[config.mk]
export PLATFORM = sky130hd
export DESIGN_NAME = reload_timer16
export DESIGN_NICKNAME = d
export VERILOG_FILES = /design/src/rtl/rt16_pkg.sv /design/src/rtl/rt16_sync.sv /design/src/rtl/rt16_ctrl.sv /design/src/rtl/rt16_datapath.sv /design/src/rtl/reload_timer16.sv
export SDC_FILE = /design/constraint.sdc
export NUM_CORES = 1
export LEC_CHECK = 0
export BUFFER_PORTS_ARGS = -buffer_cell sky130_fd_sc_hd__buf_4
export CAP_MARGIN = 20
export CORE_ASPECT_RATIO = 0.8
export CORE_MARGIN = 5
export CORE_UTILIZATION = 45
export CTS_BUF_LIST = sky130_fd_sc_hd__clkbuf_8
export DETAILED_ROUTE_END_ITERATION = 10
export PLACE_DENSITY_LB_ADDON = 0.12
export SYNTH_ARGS = -nofsm -noshare
export SYNTH_HDL_FRONTEND = slang
export SYNTH_SLANG_ARGS = --single-unit
[constraint.sdc]
create_clock -name clk -period 2.1 [get_ports clk]
set_input_delay 0.21 -clock clk [delete_from_list [all_inputs] [get_ports clk]]
set_output_delay 0.21 -clock clk [all_outputs]
set_load 0.005 [all_outputs]
[src/rtl/rt16_pkg.sv]
package rt16_pkg;

  typedef enum logic [2:0] {
    MODE_OFF,
    MODE_RELOAD_UP,
    MODE_RELOAD_UPDOWN,
    MODE_CAPTURE,
    MODE_BAUD
  } modeT;

  // Strobes from control to datapath, valid for the current cycle
  typedef struct packed {
    logic step;          // advance the counter this cycle
    logic countUp;       // direction of the step
    logic reloadOnWrap;  // up-wrap loads reload value (else zero)
    logic extToggle;     // wraps toggle the external flag
    logic suppressOvf;   // wraps do not set the overflow flag
    logic baudOn;        // emit rate ticks on wraps
    logic clkOutOn;      // toggle clock-out on wraps
    logic capture;       // copy count into capture register
    logic extIrqEn;      // external flag feeds irq
  } strobeT;

endpackage

[src/rtl/rt16_sync.sv]
module rt16_sync #(
  parameter int STAGES = 2
) (
  input  logic clk,
  input  logic rstN,
  input  logic d,
  output logic q
);
  logic [STAGES-1:0] chain;

  always_ff @(posedge clk or negedge rstN) begin
    if (!rstN) chain <= '0;
    else       chain <= {chain[STAGES-2:0], d};
  end

  assign q = chain[STAGES-1];
endmodule

[src/rtl/rt16_ctrl.sv]
module rt16_ctrl
  import rt16_pkg::*;
#(
  parameter int SYNC_STAGES = 2
) (
  input  logic   clk,
  input  logic   rstN,
  input  logic   cntPin,
  input  logic   trigPin,
  input  logic   runEn,
  input  logic   capSel,
  input  logic   extCntSel,
  input  logic   extEn,
  input  logic   dirEn,
  input  logic   baudSel,
  input  logic   outEn,
  output strobeT strb
);
  logic cntSync, trigSync;
  logic cntPrev, trigPrev;
  logic cntFall, trigFall;
  modeT mode;

  rt16_sync #(.STAGES(SYNC_STAGES)) u_cntSync (
    .clk(clk), .rstN(rstN), .d(cntPin), .q(cntSync));
  rt16_sync #(.STAGES(SYNC_STAGES)) u_trigSync (
    .clk(clk), .rstN(rstN), .d(trigPin), .q(trigSync));

  always_ff @(posedge clk or negedge rstN) begin
    if (!rstN) begin
      cntPrev  <= 1'b0;
      trigPrev <= 1'b0;
    end else begin
      cntPrev  <= cntSync;
      trigPrev <= trigSync;
    end
  end

  assign cntFall  = cntPrev & ~cntSync;
  assign trigFall = trigPrev & ~trigSync;

  always_comb begin
    if (!runEn)       mode = MODE_OFF;
    else if (baudSel) mode = MODE_BAUD;
    else if (capSel)  mode = MODE_CAPTURE;
    else if (dirEn)   mode = MODE_RELOAD_UPDOWN;
    else              mode = MODE_RELOAD_UP;
  end

  always_comb begin
    strb.step         = (mode != MODE_OFF) && (extCntSel ? cntFall : 1'b1);
    strb.countUp      = !((mode == MODE_RELOAD_UPDOWN) && !trigSync);
    strb.reloadOnWrap = (mode != MODE_CAPTURE);
    strb.extToggle    = (mode == MODE_RELOAD_UPDOWN);
    strb.baudOn       = (mode == MODE_BAUD);
    strb.clkOutOn     = runEn && !extCntSel && outEn;
    strb.suppressOvf  = strb.baudOn || strb.clkOutOn;
    strb.capture      = (mode == MODE_CAPTURE) && extEn && trigFall;
    strb.extIrqEn     = (mode != MODE_RELOAD_UPDOWN);
  end

  // an external count edge needs at least two cycles, never back to back
  a_r4_no_back_to_back_edges: assert property (@(posedge clk) disable iff (!rstN)
    (extCntSel && strb.step) |=> (!strb.step || !extCntSel));

endmodule

[src/rtl/rt16_datapath.sv]
module rt16_datapath
  import rt16_pkg::*;
#(
  parameter int WIDTH = 16
) (
  input  logic             clk,
  input  logic             rstN,
  input  strobeT           strb,
  input  logic             cntWr,
  input  logic [WIDTH-1:0] cntWrData,
  input  logic             rldWr,
  input  logic [WIDTH-1:0] rldData,
  input  logic             ovfClr,
  input  logic             extClr,
  output logic [WIDTH-1:0] count,
  output logic [WIDTH-1:0] capVal,
  output logic             ovfFlag,
  output logic             extFlag,
  output logic             irq,
  output logic             baudTick,
  output logic             clkOut
);
  localparam logic [WIDTH-1:0] ALL_ONES = '1;

  logic [WIDTH-1:0] cnt, capReg, nextCnt;
  logic wrapUp, wrapDown, wrapEv;
  logic suppressOvf;

  assign wrapUp      = strb.step && strb.countUp && (cnt == ALL_ONES);
  assign wrapDown    = strb.step && !strb.countUp && (cnt == capReg);
  assign wrapEv      = (wrapUp || wrapDown) && !cntWr;
  assign suppressOvf = strb.suppressOvf;

  always_comb begin
    if (cntWr)             nextCnt = cntWrData;
    else if (!strb.step)   nextCnt = cnt;
    else if (strb.countUp) nextCnt = wrapUp ? (strb.reloadOnWrap ? capReg : '0)
                                            : cnt + 1'b1;
    else                   nextCnt = wrapDown ? ALL_ONES : cnt - 1'b1;
  end

  always_ff @(posedge clk or negedge rstN) begin
    if (!rstN) begin
      cnt      <= '0;
      capReg   <= '0;
      ovfFlag  <= 1'b0;
      extFlag  <= 1'b0;
      baudTick <= 1'b0;
      clkOut   <= 1'b0;
    end else begin
      cnt <= nextCnt;

      if (strb.capture)  capReg <= cnt;
      else if (rldWr)    capReg <= rldData;

      if (wrapEv && !suppressOvf) ovfFlag <= 1'b1;
      else if (ovfClr)            ovfFlag <= 1'b0;

      if (strb.capture)                 extFlag <= 1'b1;
      else if (wrapEv && strb.extToggle) extFlag <= ~extFlag;
      else if (extClr)                  extFlag <= 1'b0;

      baudTick <= wrapEv && strb.baudOn;

      if (!strb.clkOutOn) clkOut <= 1'b0;
      else if (wrapEv)    clkOut <= ~clkOut;
    end
  end

  assign count  = cnt;
  assign capVal = capReg;
  assign irq    = ovfFlag || (extFlag && strb.extIrqEn);

  // underflow lands on all ones
  a_r5_underflow_to_ones: assert property (@(posedge clk) disable iff (!rstN)
    (wrapDown && !cntWr) |=> (cnt == ALL_ONES));
  // up-wrap in reload modes takes the reload value in force before the edge
  a_r6_upwrap_reload: assert property (@(posedge clk) disable iff (!rstN)
    (wrapUp && !cntWr && strb.reloadOnWrap) |=> (cnt == $past(capReg)));
  // capture stores the pre-edge count
  a_r8_capture_value: assert property (@(posedge clk) disable iff (!rstN)
    strb.capture |=> (capReg == $past(cnt)));
  // capture beats a same-cycle clear
  a_r10_capture_sets_ext: assert property (@(posedge clk) disable iff (!rstN)
    strb.capture |=> extFlag);
  // overflow flag never rises while wraps are suppressed
  a_r11_no_ovf_when_suppressed: assert property (@(posedge clk) disable iff (!rstN)
    $rose(ovfFlag) |-> !$past(suppressOvf));
  // clock-out only moves on a wrap or when switched off
  a_r12_clkout_moves_on_wrap: assert property (@(posedge clk) disable iff (!rstN)
    $rose(clkOut) |-> $past(wrapEv));

endmodule

[src/rtl/reload_timer16.sv]
module reload_timer16
  import rt16_pkg::*;
#(
  parameter int WIDTH       = 16,
  parameter int SYNC_STAGES = 2
) (
  input  logic             clk,
  input  logic             rstN,
  input  logic             cntPin,
  input  logic             trigPin,
  input  logic             runEn,
  input  logic             capSel,
  input  logic             extCntSel,
  input  logic             extEn,
  input  logic             dirEn,
  input  logic             baudSel,
  input  logic             outEn,
  input  logic             cntWr,
  input  logic [WIDTH-1:0] cntWrData,
  input  logic             rldWr,
  input  logic [WIDTH-1:0] rldData,
  input  logic             ovfClr,
  input  logic             extClr,
  output logic [WIDTH-1:0] count,
  output logic [WIDTH-1:0] capVal,
  output logic             ovfFlag,
  output logic             extFlag,
  output logic             irq,
  output logic             baudTick,
  output logic             clkOut
);
  strobeT strb;

  rt16_ctrl #(.SYNC_STAGES(SYNC_STAGES)) u_ctrl (
    .clk(clk), .rstN(rstN), .cntPin(cntPin), .trigPin(trigPin),
    .runEn(runEn), .capSel(capSel), .extCntSel(extCntSel), .extEn(extEn),
    .dirEn(dirEn), .baudSel(baudSel), .outEn(outEn), .strb(strb));

  rt16_datapath #(.WIDTH(WIDTH)) u_dp (
    .clk(clk), .rstN(rstN), .strb(strb),
    .cntWr(cntWr), .cntWrData(cntWrData), .rldWr(rldWr), .rldData(rldData),
    .ovfClr(ovfClr), .extClr(extClr),
    .count(count), .capVal(capVal), .ovfFlag(ovfFlag), .extFlag(extFlag),
    .irq(irq), .baudTick(baudTick), .clkOut(clkOut));

  // stopped counter holds
  a_r2_hold_when_off: assert property (@(posedge clk) disable iff (!rstN)
    (!runEn && !cntWr) |=> $stable(count));
  // in up/down mode only the overflow flag can request
  a_r7_updown_irq_from_ovf: assert property (@(posedge clk) disable iff (!rstN)
    (runEn && !baudSel && !capSel && dirEn && !ovfFlag) |-> !irq);

endmodule

==> results.toml <==
[placed_design]
hpwl_um = 7630
place_area_mm2 = 0.00396
io_buffers = 83
globalplace.congestion = 0.914

[die]
dieArea_mm2 = 0.00859
fp.dieH_um = 83.9
die_x_um = 102
fp.coreArea_mm2 = 0.00676
rows = 27
start_util_pct = 45.5
io_pins = 84

[global_routing]
first_global_vias = 2876
grt_max_degree = 43
grtUsageTotal_pct = 22.9
grt_pass1_wl_um = 15500
overflow = 0
antenna_found_initial = 0

[critical_path]
start_kind = "flip-flop"
crit_family = "simple AND/OR/NAND/NOR gates"
critPathKind = "reg -> reg"
cp.required_ns = 2.30
slowest_delay_ns = 0.56
worst_path_max_delay_cell = "or4_4"
path_buf_inv = 1
arrival_ns = 2.47
r2r-start = "u_dp.count[0]$_DFFE_PN0P_"
end_kind = "flip-flop"
crit_start = "u_dp.count[0]$_DFFE_PN0P_"
crit_path_cell_trace = "ha_2 -> inv_2 -> or4_4 -> or3_4 -> o32ai_4 -> nor2b_1 -> or3_1"
worstPathMaxFanout = 3

[route]
drt_iter0_markers = 232
routed_via_density = 5.62
drc = 0
drtAntennaViolNets = 0
top_layer = "met4"
wl_met2_um = 4190
dr.pass1.iters = 5
postRouteWirelength_um = 9830
wl_met3_um = 783
wl_met1_um = 4750
wire_per_inst_um = 17.4
vias = 3170

[timing]
setup_viol = 11
max_slew_margin_pct = 62.0
fmax_mhz = 440
fin_skew_ns = 0.0114
drv_slew = 0
worstMarginPinSlew_ns = 0.570
hold_violations = 0
worst_hold_slack_ns = 0.0739
setup_ws_ns = -0.171
fin_crit_ns = 2.27
fin_crit_sh_pct = 108
rsz0062_at_grt = "yes"

[clocking]
htree_levels = 2
clk_pin_slew_ns = 0.09
cts-root-buf = "clkbuf_8"
clock_latency_ns = 0.31
cts_buffer_depth = 2
clock_sinks = 42
numCtsBuffers = 5
cts_tree = "done"

[synthesis]
async_flop_share_pct = 100
synth_nets = 423
yosysTopAreaCell = "dfrtp_1"
synth_top_family_by_area = "simple AND/OR/NAND/NOR gates"
syn-cell-area_mm2 = 0.00307
synthXorXnorAreaFrac_pct = 11.4
ys_types = 51
synth_cells = 374
yosysSeqAreaShare_pct = 34.2
synthSimpleGateAreaFrac_pct = 24.2
synth-edff-count = 0
synth_mux_area_share_pct = 5.54
synth_compound_gate_area_share_pct = 17.8
synthAdderAreaFrac_pct = 0.814
ys_ff_latch = 42
synthTopCellsByArea = "dfrtp_1 (34%), xor2_1 (7.1%), o21ai_0 (6.2%), mux2i_1 (5.5%), nand2_1 (5.3%)"
ys.flop_type = "dfrtp_1"
synth.avg_cell_area_um2 = 8.22
yosysWarningCount = 0
synth_top_area_share_pct = 34.2

[run_status]
violations = "negative setup slack"
status = "finished, violations left"

[pwr]
power_density_mw_per_mm2 = 619
ir_drop_mv = 0.265
leakage_nw = 1.85

[layout]
antenna_cells = 0
area_growth_pct = 37.3
nets = 525
post-route-cell-area_mm2 = 0.00422
drive_above_1_share_pct = 33.3

[min_path]
hold_path_class = "in -> reg"
hold_start = "ovfClr"

[run]
cap_violations = 0
-- metrics by stage --
stage	cells	utilization, %	setup TNS (ns)	worst slack, ns	total power [W]
final	564	62.5	-1.05	-0.171	0.00261
after global routing	564	62.5	-1.89	-0.227	0.00274
after CTS	561	61.4	-0.879	-0.167	0.00259
after detailed placement	551	58.6	-0.739	-0.166	0.00180
after global placement	551	58.6	-0.446	-0.119	0.00179
after floorplan	374	-	-0.541	-0.218	0.00142
-- synth_stat cells (all sizes together) (2+ instances only) --
master / number
a311oi: 4
nor2b: 5
o21ai: 39
nor4: 13
and3: 2
xnor2: 15
ha: 2
a21oi: 17
or2: 2
nor3: 16
nand3b: 2
nand2: 43
inv: 8
o31a: 2
nor3b: 2
xor2: 25
a31o: 2
a221oi: 2
a31oi: 3
nor2: 29
nand2b: 2
clkbuf: 23
nand4: 6
mux2i: 17
nand3: 13
or3: 3
o31ai: 4
buf: 10
a211oi: 6
nand4b: 2
and2: 2
dfrtp: 42
-- final timing paths --
kind,endpoint,slack (ns),depth (start not counted)
max,u_dp.extFlag$_DFFE_PN0P_,-0.17,7
min,u_dp.ovfFlag$_DFFE_PN0P_,0.07,2
max reg2reg,u_dp.extFlag$_DFFE_PN0P_,-0.17,7
min reg2reg,u_ctrl.u_cntSync.chain[1]$_DFF_PN0_,0.36,0
max in group asynchronous,u_dp.count[12]$_DFFE_PN0P_,1.26,2
min in group asynchronous,u_ctrl.u_trigSync.chain[0]$_DFF_PN0_,0.43,2
-- placed cells by master, fill, tap and decap left out, types with 3 or more instances in the layout --
cell type	Yosys	final
nand3_1	13	13
nor3_2	1	3
o31ai_1	4	4
a311oi_2	0	4
inv_1	8	7
o21ai_0	38	33
mux2i_1	17	17
buf_4	3	124
clkbuf_8	0	5
xor2_1	25	25
nor2_1	29	28
dlygate4sd3_1	0	3
nor3_1	15	13
nand4_1	4	4
o21ai_1	1	6
dfrtp_1	42	42
a211oi_1	6	5
xnor2_1	15	15
a31oi_1	3	3
a21oi_1	17	17
nand2_1	43	42
nor4_1	13	11
nor2b_1	5	5
-- metal layers --
metal / track usage, % / up-vias
met2: 32.7 / 126
met4: 3.81 / 0
met3: 4.85 / 13
met5: 0 / -
li1: - / 1535
met1: 35.7 / 1496
-- worst reg2reg max path, cell delays in order (launching register included) --
cell and delay (ns):
dfrtp_1 0.37, ha_2 0.19, inv_2 0.04, or4_4 0.56, or3_4 0.37, o32ai_4 0.23, nor2b_1 0.08, or3_1 0.34
-- where the power goes --
group	internal, W	switching, W	total, W	leakage (nW)
Sequential	0.000887	0.0000976	0.000984	0.507
Combinational	0.000404	0.000432	0.000836	1.27
Clock	0.000477	0.000314	0.000791	0.0683
Total	0.00177	0.000844	0.00261	1.85
-- cells by family (layout without fill, tap and decap cells) --
kind of cell,Yosys count,after routing
simple gates,145,145
compound gates,87,87
flops,42,42
buf+inv,41,144
xor+xnor,40,40
mux,17,17
fa+ha+maj,2,2
-- what timing repair did --
| action | 4_1_cts | 5_1_grt |
|---|---|---|
| hold buffers | 1 | 2 |
| hold endpoints to repair | 42 | 2 |
| setup endpoints to repair | 15 | 19 |
| buffers inserted | 1 | 2 |
| gates resized for setup | 11 | 13 |
| pin swaps | 1 | 2 |
-- state kept, by name, summed over array words and instances (netlist names) --
name	flops
u_dp.ovfFlag	1
u_ctrl.trigPrev	1
u_ctrl.u_cntSync.chain	2
u_dp.baudTick	1
u_dp.capVal	16
u_dp.count	16
u_ctrl.cntPrev	1
u_dp.clkOut	1
u_ctrl.u_trigSync.chain	2
u_dp.extFlag	1
-- cell type report --
cell class	count	area, um2
tap	87	109
timing repair buffer	128	972
sequential	42	1050
clock inverter	3	68.8
clock buffer	5	68.8
multi-input combinational	291	1920
inverter	8	30.0
fill	602	2540
Note: power is estimated with default switching activity, not from simulation.
